==> src/rtl/shrot_pkg.sv <==
package shrot_pkg;
  parameter int COUNT_BITS = 5;

  typedef enum logic [2:0] {
    OP_ROL = 3'b000,
    OP_ROR = 3'b001,
    OP_RCL = 3'b010,
    OP_RCR = 3'b011,
    OP_SHL = 3'b100,
    OP_SHR = 3'b101,
    OP_SAL = 3'b110,
    OP_SAR = 3'b111
  } opCodeT;

  typedef enum logic [2:0] {
    K_LEFT  = 3'd0,
    K_RIGHT = 3'd1,
    K_ARITH = 3'd2,
    K_ROTL  = 3'd3,
    K_ROTR  = 3'd4,
    K_RCL   = 3'd5,
    K_RCR   = 3'd6
  } kindT;

  typedef struct packed {
    logic                  load;
    logic                  exec;
    kindT                  kind;
    logic [COUNT_BITS-1:0] amount;
  } strobeT;
endpackage

==> src/rtl/shrot_ctrl.sv <==
module shrot_ctrl
  import shrot_pkg::*;
#(
  parameter int WIDTH = 8,
  parameter int SRC_W = 8
) (
  input  logic             loadIn,
  input  logic             validIn,
  input  logic [2:0]       opSel,
  input  logic [1:0]       countSrc,
  input  logic [SRC_W-1:0] countImm,
  input  logic [SRC_W-1:0] countReg,
  output strobeT           strobe
);
  localparam int RC_MOD = WIDTH + 1;

  logic [SRC_W-1:0]      rawCount;
  logic [COUNT_BITS-1:0] maskedCount;
  logic [COUNT_BITS-1:0] rcCount;
  kindT                  kindSel;
  int                    modTmp;

  always_comb begin
    unique case (countSrc)
      2'b00:   rawCount = SRC_W'(1);
      2'b01:   rawCount = countImm;
      default: rawCount = countReg;
    endcase
    maskedCount = rawCount[COUNT_BITS-1:0];
    modTmp      = int'(maskedCount) % RC_MOD;
    rcCount     = COUNT_BITS'(modTmp);
  end

  always_comb begin
    unique case (opCodeT'(opSel))
      OP_ROL:  kindSel = K_ROTL;
      OP_ROR:  kindSel = K_ROTR;
      OP_RCL:  kindSel = K_RCL;
      OP_RCR:  kindSel = K_RCR;
      OP_SHL:  kindSel = K_LEFT;
      OP_SAL:  kindSel = K_LEFT;
      OP_SHR:  kindSel = K_RIGHT;
      default: kindSel = K_ARITH;
    endcase
  end

  always_comb begin
    strobe.load   = loadIn;
    strobe.exec   = validIn && !loadIn && (maskedCount != '0);
    strobe.kind   = kindSel;
    strobe.amount = (kindSel == K_RCL || kindSel == K_RCR) ? rcCount : maskedCount;
  end

  // carry-rotation distance stays below one full turn of width+1 bits
  always_comb begin
    if (strobe.exec && (strobe.kind == K_RCL || strobe.kind == K_RCR))
      assert_rc_range_R7: assert (int'(strobe.amount) < RC_MOD);
  end
endmodule

==> src/rtl/shrot_datapath.sv <==
module shrot_datapath
  import shrot_pkg::*;
#(
  parameter int WIDTH = 8
) (
  input  logic             clk,
  input  logic             rstN,
  input  strobeT           strobe,
  input  logic [WIDTH-1:0] loadValue,
  input  logic             loadCarry,
  output logic [WIDTH-1:0] resultQ,
  output logic             carryQ
);
  localparam int EXT = 1 << COUNT_BITS;
  localparam int LW  = WIDTH + EXT;

  logic [LW-1:0]          leftWide;
  logic [LW-1:0]          rightWide;
  logic signed [LW-1:0]   arithWide;
  logic [2*WIDTH-1:0]     rolWide;
  logic [2*WIDTH-1:0]     rorWide;
  logic [WIDTH:0]         nineQ;
  logic [2*WIDTH+1:0]     rclWide;
  logic [2*WIDTH+1:0]     rcrWide;
  logic [COUNT_BITS-1:0]  rotAmt;
  logic [WIDTH-1:0]       nextRes;
  logic                   nextCarry;
  int                     rotTmp;

  always_comb begin
    rotTmp    = int'(strobe.amount) % WIDTH;
    rotAmt    = COUNT_BITS'(rotTmp);
    leftWide  = {{EXT{1'b0}}, resultQ} << strobe.amount;
    rightWide = {resultQ, {EXT{1'b0}}} >> strobe.amount;
    arithWide = $signed({resultQ, {EXT{1'b0}}}) >>> strobe.amount;
    rolWide   = {resultQ, resultQ} << rotAmt;
    rorWide   = {resultQ, resultQ} >> rotAmt;
    nineQ     = {carryQ, resultQ};
    rclWide   = {nineQ, nineQ} << strobe.amount;
    rcrWide   = {nineQ, nineQ} >> strobe.amount;
  end

  always_comb begin
    nextRes   = resultQ;
    nextCarry = carryQ;
    unique case (strobe.kind)
      K_LEFT: begin
        nextRes   = leftWide[WIDTH-1:0];
        nextCarry = leftWide[WIDTH];
      end
      K_RIGHT: begin
        nextRes   = rightWide[LW-1:EXT];
        nextCarry = rightWide[EXT-1];
      end
      K_ARITH: begin
        nextRes   = arithWide[LW-1:EXT];
        nextCarry = arithWide[EXT-1];
      end
      K_ROTL: begin
        nextRes   = rolWide[2*WIDTH-1:WIDTH];
        nextCarry = rolWide[WIDTH];
      end
      K_ROTR: begin
        nextRes   = rorWide[WIDTH-1:0];
        nextCarry = rorWide[WIDTH-1];
      end
      K_RCL: begin
        nextRes   = rclWide[2*WIDTH:WIDTH+1];
        nextCarry = rclWide[2*WIDTH+1];
      end
      K_RCR: begin
        nextRes   = rcrWide[WIDTH-1:0];
        nextCarry = rcrWide[WIDTH];
      end
      default: ;
    endcase
  end

  always_ff @(posedge clk or negedge rstN) begin
    if (!rstN) begin
      resultQ <= '0;
      carryQ  <= 1'b0;
    end else if (strobe.load) begin
      resultQ <= loadValue;
      carryQ  <= loadCarry;
    end else if (strobe.exec) begin
      resultQ <= nextRes;
      carryQ  <= nextCarry;
    end
  end

  assert_load_R2: assert property (@(posedge clk) disable iff (!rstN)
    strobe.load |=> (resultQ == $past(loadValue)) && (carryQ == $past(loadCarry)));

  assert_hold_R10: assert property (@(posedge clk) disable iff (!rstN)
    (!strobe.load && !strobe.exec) |=> $stable(resultQ) && $stable(carryQ));

  assert_sign_kept_R5: assert property (@(posedge clk) disable iff (!rstN)
    (strobe.exec && strobe.kind == K_ARITH) |=> resultQ[WIDTH-1] == $past(resultQ[WIDTH-1]));

  assert_rol_carry_R6: assert property (@(posedge clk) disable iff (!rstN)
    (strobe.exec && strobe.kind == K_ROTL) |=> carryQ == resultQ[0]);

  assert_flush_R3: assert property (@(posedge clk) disable iff (!rstN)
    (strobe.exec && strobe.kind == K_LEFT && int'(strobe.amount) > WIDTH)
      |=> (resultQ == '0) && !carryQ);
endmodule

==> src/rtl/shrot_unit.sv <==
module shrot_unit
  import shrot_pkg::*;
#(
  parameter int WIDTH = 8,
  parameter int SRC_W = 8
) (
  input  logic             clk,
  input  logic             rstN,
  input  logic             loadIn,
  input  logic [WIDTH-1:0] loadValue,
  input  logic             loadCarry,
  input  logic             validIn,
  input  logic [2:0]       opSel,
  input  logic [1:0]       countSrc,
  input  logic [SRC_W-1:0] countImm,
  input  logic [SRC_W-1:0] countReg,
  output logic [WIDTH-1:0] resultOut,
  output logic             carryOut
);
  strobeT strobe;

  shrot_ctrl #(.WIDTH(WIDTH), .SRC_W(SRC_W)) ctrl_i (
    .loadIn   (loadIn),
    .validIn  (validIn),
    .opSel    (opSel),
    .countSrc (countSrc),
    .countImm (countImm),
    .countReg (countReg),
    .strobe   (strobe)
  );

  shrot_datapath #(.WIDTH(WIDTH)) dp_i (
    .clk       (clk),
    .rstN      (rstN),
    .strobe    (strobe),
    .loadValue (loadValue),
    .loadCarry (loadCarry),
    .resultQ   (resultOut),
    .carryQ    (carryOut)
  );

  // an immediate distance masking to zero changes nothing
  assert_zero_count_R9: assert property (@(posedge clk) disable iff (!rstN)
    (validIn && !loadIn && countSrc == 2'b01 && countImm[COUNT_BITS-1:0] == '0)
      |=> $stable(resultOut) && $stable(carryOut));

  // a requested nonzero-distance shift left by one of a nonzero top bit sets carry next edge
  assert_one_cycle_R11: assert property (@(posedge clk) disable iff (!rstN)
    (validIn && !loadIn && countSrc == 2'b00 && opSel == 3'b100 && resultOut[WIDTH-1])
      |=> carryOut);
endmodule

==> config.mk <==
export PLATFORM = sky130hd
export DESIGN_NAME = shrot_unit
export DESIGN_NICKNAME = d
export VERILOG_FILES = /design/src/rtl/shrot_pkg.sv /design/src/rtl/shrot_ctrl.sv /design/src/rtl/shrot_datapath.sv /design/src/rtl/shrot_unit.sv
export SDC_FILE = /design/constraint.sdc
export NUM_CORES = 1
export LEC_CHECK = 0
export BUFFER_PORTS_ARGS = -buffer_cell sky130_fd_sc_hd__buf_2
export CAP_MARGIN = 15
export CORE_ASPECT_RATIO = 0.8
export CORE_UTILIZATION = 48
export CTS_CLUSTER_DIAMETER = 40
export DETAILED_ROUTE_END_ITERATION = 7
export PLACE_DENSITY = 0.7
export SYNTH_ARGS = -nofsm -noshare
export SYNTH_HDL_FRONTEND = slang
export SYNTH_SLANG_ARGS = --single-unit
==> constraint.sdc <==
create_clock -name clk -period 2.7 [get_ports clk]
set_input_delay 0.54 -clock clk [delete_from_list [all_inputs] [get_ports clk]]
set_output_delay 0.54 -clock clk [all_outputs]
set_load 0.1 [all_outputs]
==> results of run 1 <==
## logic make-up after synthesis
family | after synthesis | share of synthesized area (%)
buffers and inverters | 47 | 6.03
muxes | 17 | 6.85
xor gates and xnor gates | 2 | 1.07
AOI/OAI and AO/OA | 210 | 50.2
and+or+nand+nor | 170 | 26.4
DFF | 9 | 7.39
adders and majority gates | 5 | 2.05
## cell usage after synthesis (4+ instances only)
master	n	area share [%]
o211a_1	4	1.3
nand2_1	53	6.5
a21oi_1	36	5.9
nor2_1	39	4.8
o21ai_1	4	0.66
and3_1	7	1.4
a21o_1	4	0.98
inv_1	9	1.1
a22oi_1	7	1.7
a211o_1	4	1.1
a31oi_1	13	2.7
dfrtp_1	9	7.4
clkbuf_1	29	3.6
o22ai_1	13	2.7
o31ai_1	6	1.5
a311oi_1	5	1.4
ha_1	5	2.1
nand4_1	6	1.2
a211oi_1	23	5.7
o21a_1	4	0.98
o21ai_0	29	4.8
and2_1	6	1.2
nor3_1	25	4.1
nand3_1	15	2.5
o211ai_1	8	2.0
mux2i_1	13	4.3
## layer usage
layer | overflow | GRT usage [%]
met1 | 3 | 82.1
met2 | 26 | 98.0
met3 | 0 | 65.9
met4 | 33 | 85.7
met5 | 3 | 25.8
## repair_timing
item                                    4_1_cts
endpoints found under the setup margin        9
buffers inserted                             15
pin swaps                                    27
gates resized for setup                      91
## stage by stage
stage | util [%] | setup slack, ns | instance area [µm²] | hold WS [ns] | setup TNS (ns)
4_1_cts | 87.9 | -1.20 | 5280 | 0.170 | -10.30
2_1_floorplan | - | -1.37 | 3170 | 0.244 | -10.95
3_5_place_dp | 78.2 | -1.76 | 4700 | 0.436 | -15.32
3_3_place_gp | 78.2 | -1.58 | 4700 | 0.434 | -13.89
==> metrics.md, run 1 <==
| Metric | Value |
|---|---|
| Syn Area/Cell | `roughly 6.6 µm²` |
| Port buffer count | `36` |
| Async set or reset register ratio after synthesis | `100%` |
| Final GP Congestion | `between 1 and 1.5` |
| Total gr overflow | `65` |
| Mapped Cells | `460` |
| Stage reached | `global routing (5_1_grt)` |
| Top FF cell, synth | `dfrtp_1` |
| GRT Total Usage | `between 80% and 90%` |
| Synthesized cell area | `0.00305 mm²` |
| Largest net degree at the start of global routing | `16` |
| Post-CTS Hold Fix Bufs | `0` |
| Starting Density | `roughly half` |
| Error | `[ERROR GRT-0232] Routing congestion too high. Check the congestion heatmap in the GUI.` |
| Ports | `43` |
| Clock Root Buffer | `clkbuf_8` |
| Site row count | `25` |
| Status | `stopped before the end` |
| Number of H-tree branching levels | `1` |
| Clk sinks | `9` |
| Width of the die | `roughly 90 µm` |
| Post-synthesis sequential area ratio | `7.39%` |
| Distinct cells, synth | `75` |
| Yosys Warn Count | `0` |
| #FFs+latches synth | `9` |
| Cells after DPL | `722` |
| Num CTS Buffers | `3` |
| EDFF count, synth | `0` |
| Max clock buf depth | `2` |
| Die Y | `~73 µm` |
| Syn_nets | `~500` |
| HPWL Detailed | `~14 mm` |
==> run 2: changes to the inputs <==
- CORE_ASPECT_RATIO: 0.8 -> not set
- CORE_UTILIZATION: 48 -> 33
- CTS_CLUSTER_DIAMETER: 40 -> not set
- PLACE_DENSITY: 0.7 -> not set
- PLACE_DENSITY_LB_ADDON: not set -> 0.15
==> metrics.md, run 2 <==
| Metric | Value |
|---|---|
| # Max-Cap Violations | `0` |
| TritonRoute pass-1 iters | `8` |
| Max FO, Critical Path | `7` |
| Layout cells sized above 1 | `between 40% and 50%` |
| Top-count cell post-synth | `nand2_1 (unchanged)` |
| Met3 usage | `between 8 and 9%` |
| Final worst path period need | `approximately 4.0 ns` |
| Met2 Usage GRT | `between 60% and 70%` |
| Worst R2R Setup Slack | `~0.33 ns` |
| Max reg flops | `8` |
| WP data required | `2.82 ns` |
| Initial DRC Count | `484` |
| Non-Filler Instances | `760` |
| Num CTS Buffers | `3 (unchanged)` |
| Layout area overhead | `74.9%` |
| Clock Root Buffer | `clkbuf_8 (unchanged)` |
| Synthesized cell area | `0.00305 mm² (unchanged)` |
| Die Y | `98.1 µm (was 73.3 µm)` |
| HPWL Detailed | `14.5 mm (was 13.6 mm)` |
| Vias in the first global route | `between 4000 and 5000` |
| Area of the core | `0.00885 mm²` |
| Antenna cells | `0` |
| Max Fclk | `250 MHz` |
| Clk sinks | `9 (unchanged)` |
| Largest net degree at the start of global routing | `20` |
| Cells after DPL | `745 (was 722)` |
| Via/cell ratio | `~6.6` |
| Arrival time at the worst endpoint | `4.12 ns` |
| Nets@finish | `692` |
| Footprint of the multi-input gates | `0.00318 mm²` |
| Worst hold margin | `between 0.15 and 0.2 ns` |
| CTS clk-pin slew, worst paths | `0.07 ns` |
| RSZ-0062 raised after global routing | `yes` |
| Worst ir drop on vdd | `~220 µV` |
| Synth area leaders | `dfrtp_1, nand2_1, a21oi_1 (unchanged)` |
| Distinct cells, synth | `75 (unchanged)` |
| Remaining DRCs | `4` |
| Crit end category | `register` |
| Yosys top cell area share | `7.39% (unchanged)` |
| Commonest cells in the netlist | `nand2_1, nor2_1, a21oi_1 (unchanged)` |
| Routed len/inst | `24.4 µm` |
| Final period util | `148%` |
| Total gr overflow | `0` |
| Hold WC Path Type | `input pin to asynchronous set/reset pin` |
| Number of H-tree branching levels | `1 (unchanged)` |
| GRT Total Usage | `between 30% and 40%` |
| Fillcell total | `around 850` |
| First-pass GRT wire length | `~29 mm` |
| Leading area contributor after synthesis | `dfrtp_1 (unchanged)` |
| Fin. max-slew vios | `0` |
| Width of the die | `98.1 µm (was 91.1 µm)` |
| Syn_nets | `499 (unchanged)` |
| Antenna Violating Nets Remaining | `0` |
| Top FF cell, synth | `dfrtp_1 (unchanged)` |
| Register Area | `roughly 230 µm²` |
| Ports | `43 (unchanged)` |
| Pwr/cell area | `between 400 and 500 mW/mm²` |
| Status | `finished, violations left (was stopped before the end)` |
| Routed WL | `between 15 and 20 mm` |
| Commonest non-fill, non-tap cell in the layout | `buf_4` |
| CP startpoint kind | `input pin` |
| Clk_skew | `0.00298 ns` |
| Vias | `~5000` |
| Port buffer count | `36 (unchanged)` |
| Syn Area/Cell | `6.63 µm² (unchanged)` |
| Failing checks | `design-rule violations, negative setup slack` |
| Setup violators final | `9` |
| Yosys Warn Count | `0 (unchanged)` |
| Final GP Congestion | `1.05 (was 1.21)` |
| Latest clock arrival within the worst-skew pair | `between 0.2 and 0.3 ns` |
| Leakage | `about 2.2 nW` |
| Slew headroom | `roughly 54%` |
| Util after Layout | `60.3%` |
| Fin. Hold Viols | `0` |
| Biggest regs | `dp_i.resultQ: 8 flops, dp_i.carryQ: 1 flops` |
| CTS tree | `done` |
| Global route hottest layer | `met2` |
| EDFF count, synth | `0 (unchanged)` |
| Die ar. | `slightly below 0.01 mm²` |
| #FFs+latches synth | `9 (unchanged)` |
| Max clock buf depth | `2 (unchanged)` |
| Post-CTS Hold Fix Bufs | `0 (unchanged)` |
| Starting Density | `34.5% (was 50.8%)` |
| Post-synthesis sequential area ratio | `7.39% (unchanged)` |
| Reg with most FFs | `dp_i.resultQ` |
| Async set or reset register ratio after synthesis | `100% (unchanged)` |
| Setup TNS | `-10.63 ns` |
| Site row count | `34 (was 25)` |
| Kind of critical path | `input pin to register` |
| Worst setup margin | `-1.30 ns` |
| Met1 global-route usage | `50.7%` |
| Most frequent cells in the layout | `buf_4, nand2_1, nor2_1` |
| Mapped Cells | `460 (unchanged)` |
| Worst Tran Pin Value | `slightly below 0.7 ns` |
| Initial antenna violation count | `0` |
-- run 2: cell counts after synthesis --
No cell type changed its count.
-- run 2: cell type report --
type	instances	share of cell area (%)
inverters	11	0.774
flip-flops and latches	9	4.22
well taps	108	2.53
clock buffers	4	0.845
repair buffers	224	32.0
multi-input cells	404	59.7
-- run 2: power by group --
group / internal, mW / total, mW / switching, mW
clock network: 0.105 / 0.200 / 0.0948
logic: 0.897 / 2.14 / 1.24
registers: 0.158 / 0.224 / 0.0666
-- run 2: layer usage --
layer  vias up  part of all wire (%)
met5         -                     0
li1       2228                     -
met3       106                    11
met4         0                   6.7
met2       352                    44
met1      2327                    38
-- run 2: critical path: stages --
cell	delay, ns
buf_6	0.09
and3b_2	0.23
nor2_4	0.13
ha_4	0.14
inv_2	0.03
o211ai_1	0.11
nand3_1	0.14
a21boi_4	0.16
ha_2	0.18
o211ai_1	0.15
a2bb2oi_2	0.27
a21oi_4	0.10
buf_12	0.16
xnor2_4	0.29
mux4_2	0.59
a221o_1	0.31
a222oi_1	0.39
a21oi_1	0.13
-- run 2: worst paths after layout --
| check | endpoint | startpoint | depth (start not counted) |
|---|---|---|---|
| min in group clk | dp_i.resultQ[3] | loadValue[3] | 3 |
| max in group asynchronous | dp_i.resultQ[3] | rstN | 1 |
| worst max-delay path | dp_i.resultQ[3] | countImm[2] | 18 |
| worst min register to register | dp_i.resultQ[5] | dp_i.resultQ[5] | 2 |
| worst max register to register | dp_i.resultQ[3] | dp_i.resultQ[7] | 10 |
| worst min-delay path | dp_i.resultQ[0] | rstN | 1 |
-- run 2: metrics by stage --
step / instance area (µm²) / worst slack [ns] / power [mW]
after detailed placement: 4730 / -2.01 / 2.06
after CTS: 5150 / -1.25 / 2.42
final: 5330 / -1.30 / 2.56
after global placement: 4730 / -2.03 / 2.08
after global routing: 5330 / -1.49 / 2.67
after floorplan: 3170 / -1.37 / 1.17
-- run 2: logic make-up after synthesis --
group                    after synthesis  synth area share, %
AO/OA/AOI/OAI                        210                 50.2
XOR/XNOR                               2                 1.07
AND/OR/NAND/NOR                      170                 26.4
buffers and inverters                 47                 6.03
flip-flops                             9                 7.39
adder cells (fa/ha/maj)                5                 2.05
multiplexers                          17                 6.85
-- run 2: repair_timing --
action                                  CTS  global route
endpoints found under the setup margin    9             9
buffers inserted                          9             4
resized for setup                        69            28
hold endpoints to repair                  0             0
pin swaps                                21            16
No activity file was read; power rests on OpenSTA's default activity.
